==> config.mk <==
export PLATFORM = sky130hd
export DESIGN_NAME = refhold_ctrl
export DESIGN_NICKNAME = d
export VERILOG_FILES = /design/src/rtl/refhold_pkg.sv /design/src/rtl/refhold_debounce.sv /design/src/rtl/refhold_snapshot.sv /design/src/rtl/refhold_ctrl.sv
export SDC_FILE = /design/constraint.sdc
export NUM_CORES = 1
export LEC_CHECK = 0
export BUFFER_PORTS_ARGS = -buffer_cell sky130_fd_sc_hd__buf_2
export CELL_PAD_IN_SITES_DETAIL_PLACEMENT = 0
export CELL_PAD_IN_SITES_GLOBAL_PLACEMENT = 1
export CORE_MARGIN = 8
export CORE_UTILIZATION = 38
export CTS_CLUSTER_DIAMETER = 100
export DETAILED_ROUTE_END_ITERATION = 6
export PLACE_DENSITY = 0.76
export SETUP_SLACK_MARGIN = 0.5
export SLEW_MARGIN = 20
export SYNTH_ARGS = -nofsm -noshare
export SYNTH_HDL_FRONTEND = slang
export SYNTH_SLANG_ARGS = --single-unit
==> constraint.sdc <==
create_clock -name clk -period 5.29 [get_ports clk]
set_input_delay 1.058 -clock clk [delete_from_list [all_inputs] [get_ports clk]]
set_output_delay 1.058 -clock clk [all_outputs]
set_load 0.01 [all_outputs]
==> src/rtl/refhold_pkg.sv <==
package refhold_pkg;
  typedef enum logic [1:0] {
    ST_LOCKED   = 2'd0,
    ST_HOLDOVER = 2'd1,
    ST_REACQ    = 2'd2,
    ST_SETTLE   = 2'd3
  } hstate_e;

  localparam logic [2:0] EV_NONE   = 3'd0;
  localparam logic [2:0] EV_ABSENT = 3'd1;
  localparam logic [2:0] EV_UNLOCK = 3'd2;
  localparam logic [2:0] EV_QUAL   = 3'd3;
  localparam logic [2:0] EV_REACQ  = 3'd4;
  localparam logic [2:0] EV_TOSPEC = 3'd5;
endpackage

==> src/rtl/refhold_debounce.sv <==
// Counts consecutive cycles of a condition; hit on the edge that samples the win-th one.
module refhold_debounce #(
  parameter int CW = 8
) (
  input  logic          clk,
  input  logic          rst,
  input  logic          clr,
  input  logic          cond,
  input  logic [CW-1:0] win,
  output logic          hit
);
  logic [CW-1:0] cnt_q;
  logic [CW:0]   cnt_inc;

  always_comb begin
    cnt_inc = {1'b0, cnt_q} + 1'b1;
    hit     = cond && (cnt_inc >= {1'b0, win});
  end

  always_ff @(posedge clk) begin
    if (rst || clr || !cond)
      cnt_q <= '0;
    else if (cnt_q != '1)
      cnt_q <= cnt_q + 1'b1;
  end

  AST_HIT_NEEDS_RUN: assert property (@(posedge clk) disable iff (rst)
    (hit && win > 1) |-> $past(cond));
endmodule

==> src/rtl/refhold_snapshot.sv <==
// Last-known-good capture and headroom alarm.
module refhold_snapshot #(
  parameter int EFC_W  = 16,
  parameter int TEMP_W = 12,
  parameter int SRC_W  = 4,
  parameter int TS_W   = 32
) (
  input  logic              clk,
  input  logic              rst,
  input  logic              cap,
  input  logic              clr_alarm,
  input  logic [EFC_W-1:0]  efc,
  input  logic [TEMP_W-1:0] temp,
  input  logic [SRC_W-1:0]  src,
  input  logic [TS_W-1:0]   ts,
  input  logic [2:0]        flags,
  input  logic [EFC_W-1:0]  thr,
  output logic [EFC_W-1:0]  snap_efc,
  output logic [TEMP_W-1:0] snap_temp,
  output logic [SRC_W-1:0]  snap_src,
  output logic [TS_W-1:0]   snap_ts,
  output logic [2:0]        snap_flags,
  output logic              alarm
);
  localparam logic [EFC_W-1:0] EFC_MAX = '1;

  logic [EFC_W-1:0] room_hi;
  logic [EFC_W-1:0] room;
  logic             room_low;

  always_comb begin
    room_hi  = EFC_MAX - efc;
    room     = (efc < room_hi) ? efc : room_hi;
    room_low = room < thr;
  end

  always_ff @(posedge clk) begin
    if (rst) begin
      snap_efc   <= '0;
      snap_temp  <= '0;
      snap_src   <= '0;
      snap_ts    <= '0;
      snap_flags <= '0;
      alarm      <= 1'b0;
    end else begin
      if (cap) begin
        snap_efc   <= efc;
        snap_temp  <= temp;
        snap_src   <= src;
        snap_ts    <= ts;
        snap_flags <= flags;
        alarm      <= room_low;
      end else if (clr_alarm) begin
        alarm      <= 1'b0;
      end
    end
  end

  AST_SNAP_HELD: assert property (@(posedge clk) disable iff (rst)
    !$past(cap) |-> ($stable(snap_efc) && $stable(snap_ts)));
  AST_ALARM_AT_ENTRY: assert property (@(posedge clk) disable iff (rst)
    $rose(alarm) |-> $past(cap));
endmodule

==> src/rtl/refhold_ctrl.sv <==
module refhold_ctrl
  import refhold_pkg::*;
#(
  parameter int EFC_W  = 16,
  parameter int TEMP_W = 12,
  parameter int SRC_W  = 4,
  parameter int TS_W   = 32,
  parameter int WIN_W  = 8,
  parameter int ACNT_W = 8
) (
  input  logic              clk,
  input  logic              rst,
  input  logic              ref_present_i,
  input  logic              up_lock_i,
  input  logic              qual_ok_i,
  input  logic              settle_ok_i,
  input  logic [EFC_W-1:0]  efc_i,
  input  logic [TEMP_W-1:0] temp_i,
  input  logic [SRC_W-1:0]  src_id_i,
  input  logic [TS_W-1:0]   tstamp_i,
  input  logic [WIN_W-1:0]  loss_win_i,
  input  logic [WIN_W-1:0]  lock_win_i,
  input  logic [WIN_W-1:0]  dwell_i,
  input  logic [EFC_W-1:0]  headroom_thr_i,
  output logic [1:0]        state_o,
  output logic              holdover_o,
  output logic              reacq_o,
  output logic              tospec_o,
  output logic              freeze_o,
  output logic              hr_alarm_o,
  output logic              evt_valid_o,
  output logic [2:0]        evt_code_o,
  output logic [EFC_W-1:0]  snap_efc_o,
  output logic [TEMP_W-1:0] snap_temp_o,
  output logic [SRC_W-1:0]  snap_src_o,
  output logic [TS_W-1:0]   snap_ts_o,
  output logic [2:0]        snap_flags_o,
  output logic [ACNT_W-1:0] reacq_cnt_o,
  output logic [TS_W-1:0]   ho_dur_o
);
  hstate_e          state_q, state_d;
  logic [WIN_W-1:0] dwell_q;
  logic             dwell_ok;
  logic             fail, healthy;
  logic [2:0]       why;
  logic             loss_hit, lock_hit;
  logic             moved, cap;
  logic             ev_d;
  logic [2:0]       code_d;

  always_comb begin
    fail    = !ref_present_i || !up_lock_i || !qual_ok_i;
    healthy = !fail;
    if (!ref_present_i)  why = EV_ABSENT;
    else if (!up_lock_i) why = EV_UNLOCK;
    else                 why = EV_QUAL;
    dwell_ok = dwell_q >= dwell_i;
  end

  refhold_debounce #(.CW(WIN_W)) u_loss (
    .clk(clk), .rst(rst), .clr(moved), .cond(fail), .win(loss_win_i), .hit(loss_hit)
  );

  refhold_debounce #(.CW(WIN_W)) u_lock (
    .clk(clk), .rst(rst), .clr(moved), .cond(healthy), .win(lock_win_i), .hit(lock_hit)
  );

  always_comb begin
    state_d = state_q;
    ev_d    = 1'b0;
    code_d  = EV_NONE;
    if (dwell_ok) begin
      case (state_q)
        ST_LOCKED: if (loss_hit) begin
          state_d = ST_HOLDOVER; ev_d = 1'b1; code_d = why;
        end
        ST_HOLDOVER: if (healthy) state_d = ST_REACQ;
        ST_REACQ: begin
          if (loss_hit) begin
            state_d = ST_HOLDOVER; ev_d = 1'b1; code_d = why;
          end else if (lock_hit) begin
            state_d = ST_SETTLE; ev_d = 1'b1; code_d = EV_REACQ;
          end
        end
        ST_SETTLE: begin
          if (loss_hit) begin
            state_d = ST_HOLDOVER; ev_d = 1'b1; code_d = why;
          end else if (settle_ok_i && healthy) begin
            state_d = ST_LOCKED; ev_d = 1'b1; code_d = EV_TOSPEC;
          end
        end
        default: state_d = ST_REACQ;
      endcase
    end
    moved = state_d != state_q;
    cap   = (state_q == ST_LOCKED) && (state_d == ST_HOLDOVER);
  end

  refhold_snapshot #(.EFC_W(EFC_W), .TEMP_W(TEMP_W), .SRC_W(SRC_W), .TS_W(TS_W)) u_snap (
    .clk(clk), .rst(rst), .cap(cap), .clr_alarm(state_d == ST_LOCKED),
    .efc(efc_i), .temp(temp_i), .src(src_id_i), .ts(tstamp_i),
    .flags({ref_present_i, up_lock_i, qual_ok_i}), .thr(headroom_thr_i),
    .snap_efc(snap_efc_o), .snap_temp(snap_temp_o), .snap_src(snap_src_o),
    .snap_ts(snap_ts_o), .snap_flags(snap_flags_o), .alarm(hr_alarm_o)
  );

  always_ff @(posedge clk) begin
    if (rst) begin
      state_q     <= ST_REACQ;
      dwell_q     <= '0;
      holdover_o  <= 1'b1;
      reacq_o     <= 1'b1;
      tospec_o    <= 1'b0;
      freeze_o    <= 1'b1;
      evt_valid_o <= 1'b0;
      evt_code_o  <= EV_NONE;
      reacq_cnt_o <= '0;
      ho_dur_o    <= '0;
    end else begin
      state_q     <= state_d;
      holdover_o  <= (state_d == ST_HOLDOVER) || (state_d == ST_REACQ);
      freeze_o    <= (state_d == ST_HOLDOVER) || (state_d == ST_REACQ);
      reacq_o     <= state_d == ST_REACQ;
      tospec_o    <= state_d == ST_LOCKED;
      evt_valid_o <= ev_d;
      evt_code_o  <= code_d;
      if (moved)
        dwell_q <= '0;
      else if (dwell_q != '1)
        dwell_q <= dwell_q + 1'b1;
      if (cap)
        reacq_cnt_o <= '0;
      else if (state_q == ST_HOLDOVER && state_d == ST_REACQ && reacq_cnt_o != '1)
        reacq_cnt_o <= reacq_cnt_o + 1'b1;
      if (state_q == ST_REACQ && state_d == ST_SETTLE)
        ho_dur_o <= tstamp_i - snap_ts_o;
    end
  end

  assign state_o = state_q;

  AST_LOSS_PERSIST: assert property (@(posedge clk) disable iff (rst)
    (state_q == ST_HOLDOVER && $past(state_q) != ST_HOLDOVER) |-> $past(fail));
  AST_ENTRY_EVENT: assert property (@(posedge clk) disable iff (rst)
    (state_q == ST_HOLDOVER && $past(state_q) != ST_HOLDOVER)
      |-> (evt_valid_o && evt_code_o >= EV_ABSENT && evt_code_o <= EV_QUAL && freeze_o));
  AST_HOLD_IN_REACQ: assert property (@(posedge clk) disable iff (rst)
    reacq_o |-> (holdover_o && freeze_o));
  AST_TOSPEC_CLEAN: assert property (@(posedge clk) disable iff (rst)
    tospec_o |-> (!holdover_o && !reacq_o));
  AST_TOSPEC_GATE: assert property (@(posedge clk) disable iff (rst)
    $rose(tospec_o) |-> $past(settle_ok_i));
  AST_DWELL_MIN: assert property (@(posedge clk) disable iff (rst)
    (state_q != $past(state_q)) |-> ($past(dwell_q) >= $past(dwell_i)));
endmodule

* Yosys cells after proc, flatten, opt, wreduce, memory -nomap -nowiden
Cells that the tools add are included.
** Cells by class
- Add/subtract/negate cells :: 8
- Multipliers :: 0
- Div/mod/pow operators :: 0
- Magnitude comparators :: 5
- Equality and inequality tests :: 11
- Shift-type cells :: 0
- Mux-type cells :: 25
- Bitwise gates (word level) :: 1
- Reduce and logical (&&, ||, !) cells :: 23
** Operator list (number)
- 8-bit by 1-bit adder with 8-bit output, second input constant :: 4
- 16-bit < comparator :: 2
- 8-bit inequality test, second input constant :: 4
- 32-bit subtractor :: 1
- 8-bit by 1-bit adder with 9-bit output, second input constant :: 2
- 9-bit by 8-bit greater-or-equal comparator with 1-bit output :: 2
- 16-bit two-way mux :: 1
- 2-bit two-way mux :: 8
- 16-bit subtractor, first input constant :: 1
- 3-bit two-way mux :: 5
- 3-bit case mux with 3 select lines :: 1
- 2-bit equality test, second input constant :: 4
- 8-bit greater-or-equal comparator :: 1
- 1-bit two-way mux :: 8
- 2-bit case mux with 4 select lines :: 1
- 1-bit logical AND :: 7
- 1-bit logical OR :: 6
- 2-bit OR reduction :: 3
- 2-bit by 1-bit equality test with 1-bit output, second input constant :: 2
- 1-bit logical NOT :: 4
- 2-bit logical NOT :: 2
- 1-bit case mux with 3 select lines :: 1
- 2-bit inequality test :: 1
- 2-bit nonzero test :: 1
- 1-bit NOT :: 1
** Word-level totals
- Flip-flop bits (word level) :: 141
- Bits in latches :: 0
- Memory bits (writable) :: 0
- Bits in read-only memories :: 0
- Input port bits :: 110
- Word-level logic and storage cells :: 90
- Memories :: 0

* Depth between registers and ports, before layout
Gate-level depths: netlist (run 1).
- Depth in word-level cells :: 12
- Gate-level depth with buffers :: 20
- Depth with buffers taken out :: 19

* Modules after synthesis
Synthesis (run 1) repeated with hierarchy kept, for this count alone.
** Second synthesis, totals
- Cell total of the unflattened synthesis :: 982
- Area, all modules :: 8375.5 sq um
** By module, submodules not included
- refhold_ctrl :: instances 1, cells each 547, area each 4296.6 sq um, sequential area each 1141.1 sq um
- refhold_snapshot :: instances 1, cells each 287, area each 2915.3 sq um, sequential area each 1361.3 sq um
- refhold_debounce :: instances 2, cells each 74, area each 581.8 sq um, sequential area each 160.2 sq um

* Worst setup path after synthesis (run 1)
Ideal clock, no wire load.
- Path type :: in2reg
- From :: input port dwell_i[0]
- To :: register u_snap.snap_ts[20]
- Library setup time :: 75 ps
- Arrival :: 4027 ps
- Required time :: 5215 ps
- Path slack :: 1189 ps
- Stages :: 17
- Buffers on the path :: 3
- Cells stage by stage :: ha_1 nand2b_1 a21o_1 a21o_1 a211o_1 a21oi_1 o21a_1 nor2_1 nor2_1 ha_1 nor3b_1 and2_1 clkbuf_1 clkbuf_1 clkbuf_1 nand2_1 o21ai_0
** Between the ends
- Cells in the longest elaborated chain, start to end :: 4
** RTL lines
- start: declaration :: RTL line refhold_ctrl.sv:23 : input logic [WIN_W-1:0] dwell_i,
- 8-bit greater-or-equal comparator :: RTL line refhold_ctrl.sv:57 : dwell_ok = dwell_q >= dwell_i;
- 2-bit two-way mux :: RTL line refhold_ctrl.sv:72 : if (dwell_ok) begin
- net state_d[0] :: RTL line refhold_ctrl.sv:41 : hstate_e state_q, state_d;
- 2-bit by 1-bit equality test with 1-bit output :: RTL line refhold_ctrl.sv:96 : cap = (state_q == ST_LOCKED) && (state_d == ST_HOLDOVER);
- 1-bit logical AND :: RTL line refhold_ctrl.sv:96
- end signal: assignment :: RTL line refhold_snapshot.sv:50 : snap_ts <= ts;
- end: declaration :: RTL line refhold_snapshot.sv:21 : output logic [TS_W-1:0] snap_ts,
The timed path passes the listed nets, and every way through them passes these cells.
A chain may end at the register's enable or synchronous reset.

* Worst setup path in the final report (run 1)
- From :: input port dwell_i[0]
- To :: register u_snap.alarm
** Between the ends
- Cells in the longest elaborated chain, start to end :: 5
** RTL lines
- 8-bit greater-or-equal comparator * :: RTL line refhold_ctrl.sv:57
- 2-bit two-way mux * :: RTL line refhold_ctrl.sv:72
- 2-bit by 1-bit equality test with 1-bit output :: RTL line refhold_ctrl.sv:96
- 1-bit logical AND :: RTL line refhold_ctrl.sv:96
- 1-bit two-way mux / 2-bit nonzero test (equally long branches)
- end signal: assignment :: RTL line refhold_snapshot.sv:52 : alarm <= room_low;
- end: declaration :: RTL line refhold_snapshot.sv:23 : output logic alarm
Mark *: on every way between the ends. The rest lies on a longest branch, timed or not.

==> results of run 1 <==
state kept, by name (all words and copies together), names as in the netlist:
name,flops
u_lock.cnt_q,8
reacq_o,1
u_snap.snap_ts,32
u_loss.cnt_q,8
u_snap.alarm,1
u_snap.snap_temp,12
evt_code_o,3
dwell_q,8
freeze_o,1
u_snap.snap_efc,16
tospec_o,1
u_snap.snap_flags,3
reacq_cnt_o,8
ho_dur_o,32
state_o,2
evt_valid_o,1
u_snap.snap_src,4
synth_stat cells (3+ instances only):
library cell  number
a211o_1            5
a211oi_1           3
a21boi_0           5
a21o_1            21
a21oi_1           71
a22o_1            38
a311o_1            3
a31oi_1            6
and2_1             6
and3_1            13
and4_1             3
buf_1              5
clkbuf_1          26
dfxtp_1          141
ha_1              77
inv_1             88
mux2i_1            7
nand2_1           92
nand2b_1           8
nand3_1           36
nand3b_1           3
nand4_1            5
nor2_1            55
nor2b_1            8
nor3_1            11
nor3b_1            8
o211ai_1           8
o21a_1             9
o21ai_0           60
or2_2              8
or3_1              4
xnor2_1           22
xor2_1            36
timing repair:
item                                    in CTS  in global routing
endpoints found under the setup margin       0                  1
buffers inserted                             0                  0
gates resized for setup                      0                  1
area by class of cell:
class	instances	area [µm²]	area share
inverters	89	334.1	0.03378
clock buffers	19	442.9	0.04479
multi-input cells	666	4566	0.4617
flip-flops and latches	141	2823	0.2854
clock inverters	13	165.2	0.01670
well taps	270	337.8	0.03416
repair buffers	235	1221	0.1235
kinds of logic (layout without fill, tap and decap cells):
family	after synthesis	count (layout)	synth area share
buf+inv	122	356	0.05987
fa+ha+maj	78	78	0.1255
simple gates	268	269	0.1652
mux	7	7	0.008940
flops	141	141	0.3602
xor+xnor	58	58	0.06481
compound gates	254	254	0.2155
stage by stage:
stage                     total power [mW]  worst slack [ns]  hold WS, ns    util
final                                2.591             1.106       0.4453  0.4887
after CTS                            2.620            0.8522       0.4482  0.4882
after global placement               1.366            0.4662       0.4386  0.4581
after detailed placement             1.367            0.4332       0.4402  0.4581
after global routing                 2.713            0.8051       0.4673  0.4887
after floorplan                      1.270             1.189       0.4761       -
per-layer routing:
| layer | routed length (µm) | vias to the layer above | track usage |
|---|---|---|---|
| met2 | 10240 | 193 | 0.2841 |
| li1 | - | 3688 | - |
| met3 | 1527 | 22 | 0.05296 |
| met1 | 11000 | 3201 | 0.2310 |
| met4 | 299 | 2 | 0.05360 |
| met5 | 13 | - | 0 |
worst max-delay path, stage by stage:
cell and delay (ns):
buf_2 0.10, ha_1 0.27, nand2b_1 0.14, a21o_1 0.17
a21o_1 0.16, a211o_1 0.29, a21oi_1 0.17, o21a_1 0.28
a21oi_1 0.09, or2_2 0.34, ha_1 0.18, nor3b_2 0.20
nor2_4 0.48, nand3b_1 0.21, nor3b_1 0.18, a21oi_1 0.11
nor2b_1 0.12
report_power, final:
part	leakage [nW]	switching [mW]	internal, mW
Clock	0.286	0.489	0.757
Sequential	1.14	0.00569	1.07
Combinational	3.30	0.151	0.122
Total	4.72	0.646	1.94
worst min path at each step:
stage | depth (start not counted) | endpoint | slack, ns
after floorplan | 2 | ho_dur_o[22] | 0.48
after global placement | 2 | ho_dur_o[17] | 0.44
after detailed placement | 2 | ho_dur_o[2] | 0.44
after CTS | 2 | ho_dur_o[2] | 0.45
after global routing | 2 | ho_dur_o[30] | 0.47
final | 2 | ho_dur_o[2] | 0.45
==> impl_metrics.yaml, run 1 <==
run_status:
  status: "complete, no violations"
worst_setup_path:
  endpoint_kind: "flop"
  critPathLaunch: "dwell_i[0]"
  critPathMaxFanout: 19
  worstPathArrival_ns: 4.54
  path_class: "input port to flop"
  reg2regPathDepth: 18
  crit_required_ns: 5.65
  cp-start-kind: "input port"
  reg2reg_to: "u_snap.alarm"
  endpoint: "u_snap.alarm"
  crit-reg2reg-launch: "u_loss.cnt_q[0]"
  rrSetupSlack_ns: 1.22
sta:
  fin_crit_sh: 0.7909
  relSlewSlack: 0.4209
  finalCriticalPeriod_ns: 4.184
  max_freq_mhz: 239.0
  tightest_slew_ns: 0.8677
  hold_violations: 0
  setup_viol: 0
  drv_slew: 0
  rsz0062_at_grt: "no"
  fin_skew_ns: 0.01624
  setup_tns_ns: 0
grt:
  grt_usage: 0.1792
  grt_pass1_wl_um: 37470
  antenna_found_initial: 1
  first_global_vias: 7157
  grt_max_degree: 39
  overflow: 0
synthesis:
  seq_area_frac_synth: 0.3602
  synthArstFlopShare: 0
  postSynthAreaPerCell_um2: 8.446
  netlist.top_cell.by_area: "dfxtp_1"
  synth-edff-count: 0
  ys_top_cells_by_area: "dfxtp_1 36%, ha_1 12%, a21oi_1 4.5%"
  synth_nets: 1116
  netlist-cell-type-count: 61
  synth_ff_type: "dfxtp_1"
  netlist_area_um2: 7838
  ys_ff_latch: 141
  synthCells: 928
  synth.top_cell.area_share: 0.3602
  yosysWarnings: 0
power:
  power_density_nw_per_um2: 262.0
  leakagePower_nw: 4.722
  ir_drop_mv: 0.2040
job:
  maxCapViolCount: 0
drt:
  first_iter_violations: 379
  wl_per_cell_um: 16.11
  antenna_left: 0
  drtPass1Iterations: 5
  drc_errors: 0
  viasPerCell: 4.959
  vias: 7106
  drt_wl_total_um: 23090
clock_tree:
  holdBufCountCts: 0
  path_clk_slew_ns: 0.06
  cts_root_buffer: "clkbuf_16"
  cts.sinks: 141
  clock_latency_ns: 0.43
  cts_buffer_depth: 2
  cts_inserted_buffers: 17
  htree_num_levels: 4
  cts_tree: "yes"
final_layout:
  nets: 1338
  diodes: 0
  fin_area_um2: 9889
  layout-drive-gt1-share: 0.2502
  layout_commonest_cell: "buf_2"
  syn_to_final_growth_pct: 26.18
  finalNonFillerCells: 1433
  nFillCells: 2056
  layout_common_cells: "227 x buf_2, 141 x dfxtp_1, 92 x nand2_1, 88 x inv_1, 77 x ha_1"
floorplanning:
  die_h_um: 159.6
  die_area_um2: 25480
  coreArea_um2: 20230
  initial_core_util: 0.3873
  core.rowCount: 52
  die_x_um: 159.6
  pin_count: 228
place:
  routabilityCongestion: 0.8003
  dpl.hpwl_um: 17820
  placed_cells: 1400
  port_buffers: 227
  placed_cell_area_um2: 9270
worst_hold_path:
  hold_start: "ho_dur_o[2]"
  min_path_type: "flop to flop"
Power figures use the tool's default switching activity.
==> inputs of run 2 (changes only) <==
==> constraint.sdc (replaced) <==
create_clock -name clk -period 3.9 [get_ports clk]
set_input_delay 0.78 -clock clk [delete_from_list [all_inputs] [get_ports clk]]
set_output_delay 0.78 -clock clk [all_outputs]
set_load 0.01 [all_outputs]
==> run 2 against run 1 <==
Effect of this change:
- clock power increased by 43%
- global-route usage decreased by 0.093 points
- utilization increased by 2.2 points
- sequential cell count unchanged
- routed wire length increased by 2.3%
- clock skew decreased by 0.0032 ns
- sequential power increased by 36%
- worst hold slack improved by 0.0030 ns
- critical endpoint is now ho_dur_o[31]
- largest cell class unchanged
==> impl_metrics.yaml, run 2 (same netlist as run 1, synthesis figures left out) <==
power:
  ir_drop_mv: 0.2582
  p_switching_uw: 871.7
  swShare: 0.2402
  leakagePower_nw: 4.862
  seq_power_share: 0.401
  clkPwrFrac: 0.494
  power_density_nw_per_um2: 351.2
  intPower_mw: 2.757
  p_comb_frac: 0.105
grt:
  antenna_found_initial: 1
  first_global_vias: 7306
  grt_max_degree: 39
  grt_usage: 0.1783
  grt_pass1_wl_um: 37380
  overflow: 0
worst_setup_path:
  crit_chain: "buf_2, ha_1, nand2b_1, a21o_1, a21o_1, a211o_1, a21oi_2, o21a_4, nor2_1, nor2_2, ha_2, and2_4, nand2_1, or3_1, a211o_1, o211ai_1"
  worst-path-buf-inv: 1
  path_class: "input port to flop"
  path_delay_family: "compound AO/OA/AOI/OAI gates"
  critPathMaxFanout: 5
  cp-start-kind: "input port"
  crit_required_ns: 4.24
  worstPathArrival_ns: 3.62
  critPathLaunch: "dwell_i[0]"
  crit-reg2reg-launch: "dwell_q[0]"
  endpoint_kind: "flop"
  cp_slowest_cell: "or3_1"
  slowest_delay_ns: 0.36
drt:
  antenna_left: 0
  top_layer: "met5"
  wl_per_cell_um: 16.29
  drc_errors: 0
  first_iter_violations: 275
  drtPass1Iterations: 5
  vias: 7263
  viasPerCell: 5.009
  dr_wl_met3_um: 1933
  drt_wl_total_um: 23620
  met1_length_um: 10350
  wl_met2_um: 11020
final_layout:
  nets: 1355
  fin_area_um2: 10330
  diodes: 0
  layout-drive-gt1-share: 0.2907
  layout_common_cells: "227 x buf_2, 136 x dfxtp_1, 90 x nand2_1, 88 x inv_1, 70 x ha_1"
  syn_to_final_growth_pct: 31.82
  nFillCells: 1981
  multi_input_area_um2: 4758
  layout_commonest_cell: "buf_2"
  reg.largest.list: "ho_dur_o (32), u_snap.snap_ts (32), u_snap.snap_efc (16)"
  fin_util: 0.5106
  regArea_um2: 2834
sta:
  rsz0062_at_grt: "yes"
  relSlewSlack: 0.6402
  max_freq_mhz: 304.6
  setup_viol: 0
  fin_crit_sh: 0.8417
  setup_tns_ns: 0
  fin_skew_ns: 0.01309
  drv_slew: 0
  tightest_slew_ns: 0.5261
  hold_violations: 0
  finalCriticalPeriod_ns: 3.283
floorplanning:
  core.rowCount: 52
  die_x_um: 159.6
  die_area_um2: 25480
  initial_core_util: 0.3873
  die_h_um: 159.6
  coreArea_um2: 20230
  pin_count: 228
clock_tree:
  htree_num_levels: 4
  cts_tree: "yes"
  cts.sinks: 141
  path_clk_slew_ns: 0.06
  holdBufCountCts: 0
  cts_inserted_buffers: 17
  cts_buffer_depth: 2
  clock_latency_ns: 0.42
  cts_root_buffer: "clkbuf_16"
job:
  maxCapViolCount: 0
place:
  routabilityCongestion: 0.8176
  port_buffers: 227
  placed_cell_area_um2: 9356
  dpl.hpwl_um: 17970
run_status:
  status: "complete, no violations"
worst_hold_path:
  hold_start: "ho_dur_o[22]"
  min_path_type: "flop to flop"
## run 2: path summary, 6_finish.rpt
check | cells past startpoint | slack (ns) | to
hold / removal | 2 | 0.45 | ho_dur_o[22]
hold reg to reg | 2 | 0.45 | ho_dur_o[22]
setup reg to reg | 16 | 0.67 | ho_dur_o[31]
setup / recovery | 16 | 0.62 | ho_dur_o[31]
## run 2: area by class of cell
| type | instances | share of cell area |
|---|---|---|
| Timing Repair Buffer | 253 | 0.1375 |
| Tap cell | 270 | 0.03270 |
| Clock buffer | 18 | 0.04154 |
| Multi-Input combinational cell | 665 | 0.4606 |
| Sequential cell | 141 | 0.2743 |
| Clock inverter | 14 | 0.02107 |
| Inverter | 89 | 0.03234 |
## run 2: stage by stage
step	std cells	power [mW]	hold WS [ns]	setup slack, ns
6_report	1450	3.628	0.4483	0.6172
4_1_cts	1441	3.660	0.4525	0.4796
3_5_place_dp	1405	1.857	0.4446	0.01141
2_1_floorplan	928	1.726	0.4761	0.4831
3_3_place_gp	1405	1.854	0.4385	0.06805
5_1_grt	1450	3.785	0.4679	0.4763
## run 2: power by group through the flow
stage / Clock (mW) / Sequential [mW] / Combinational, mW
2_1_floorplan: 0 / 1.48 / 0.243
3_3_place_gp: 0 / 1.49 / 0.369
3_5_place_dp: 0 / 1.48 / 0.372
4_1_cts: 1.83 / 1.45 / 0.376
5_1_grt: 1.90 / 1.45 / 0.430
6_report: 1.79 / 1.45 / 0.382
## run 2: per-layer routing
| layer | GRT usage | vias up |
|---|---|---|
| met4 | 0.05017 | 2 |
| met5 | 0 | - |
| li1 | - | 3722 |
| met2 | 0.3006 | 218 |
| met3 | 0.07095 | 26 |
| met1 | 0.2055 | 3295 |
## run 2: worst reg2reg max path, stage by stage (launching register included)
cell	delay, ns
dfxtp_2	0.37
inv_1	0.06
ha_1	0.25
nand2b_1	0.14
a21o_1	0.15
a21o_1	0.15
a211o_1	0.26
a21oi_2	0.20
o21a_4	0.19
nor2_1	0.09
nor2_2	0.16
ha_2	0.21
and2_4	0.15
nand2_1	0.08
or3_1	0.36
a211o_1	0.27
o211ai_1	0.08
## run 2: timing repair
item,CTS,global route
buffers inserted,4,7
endpoints found under the setup margin,108,108
pin swaps,5,14
gates resized for setup,16,37
gates cloned,0,2
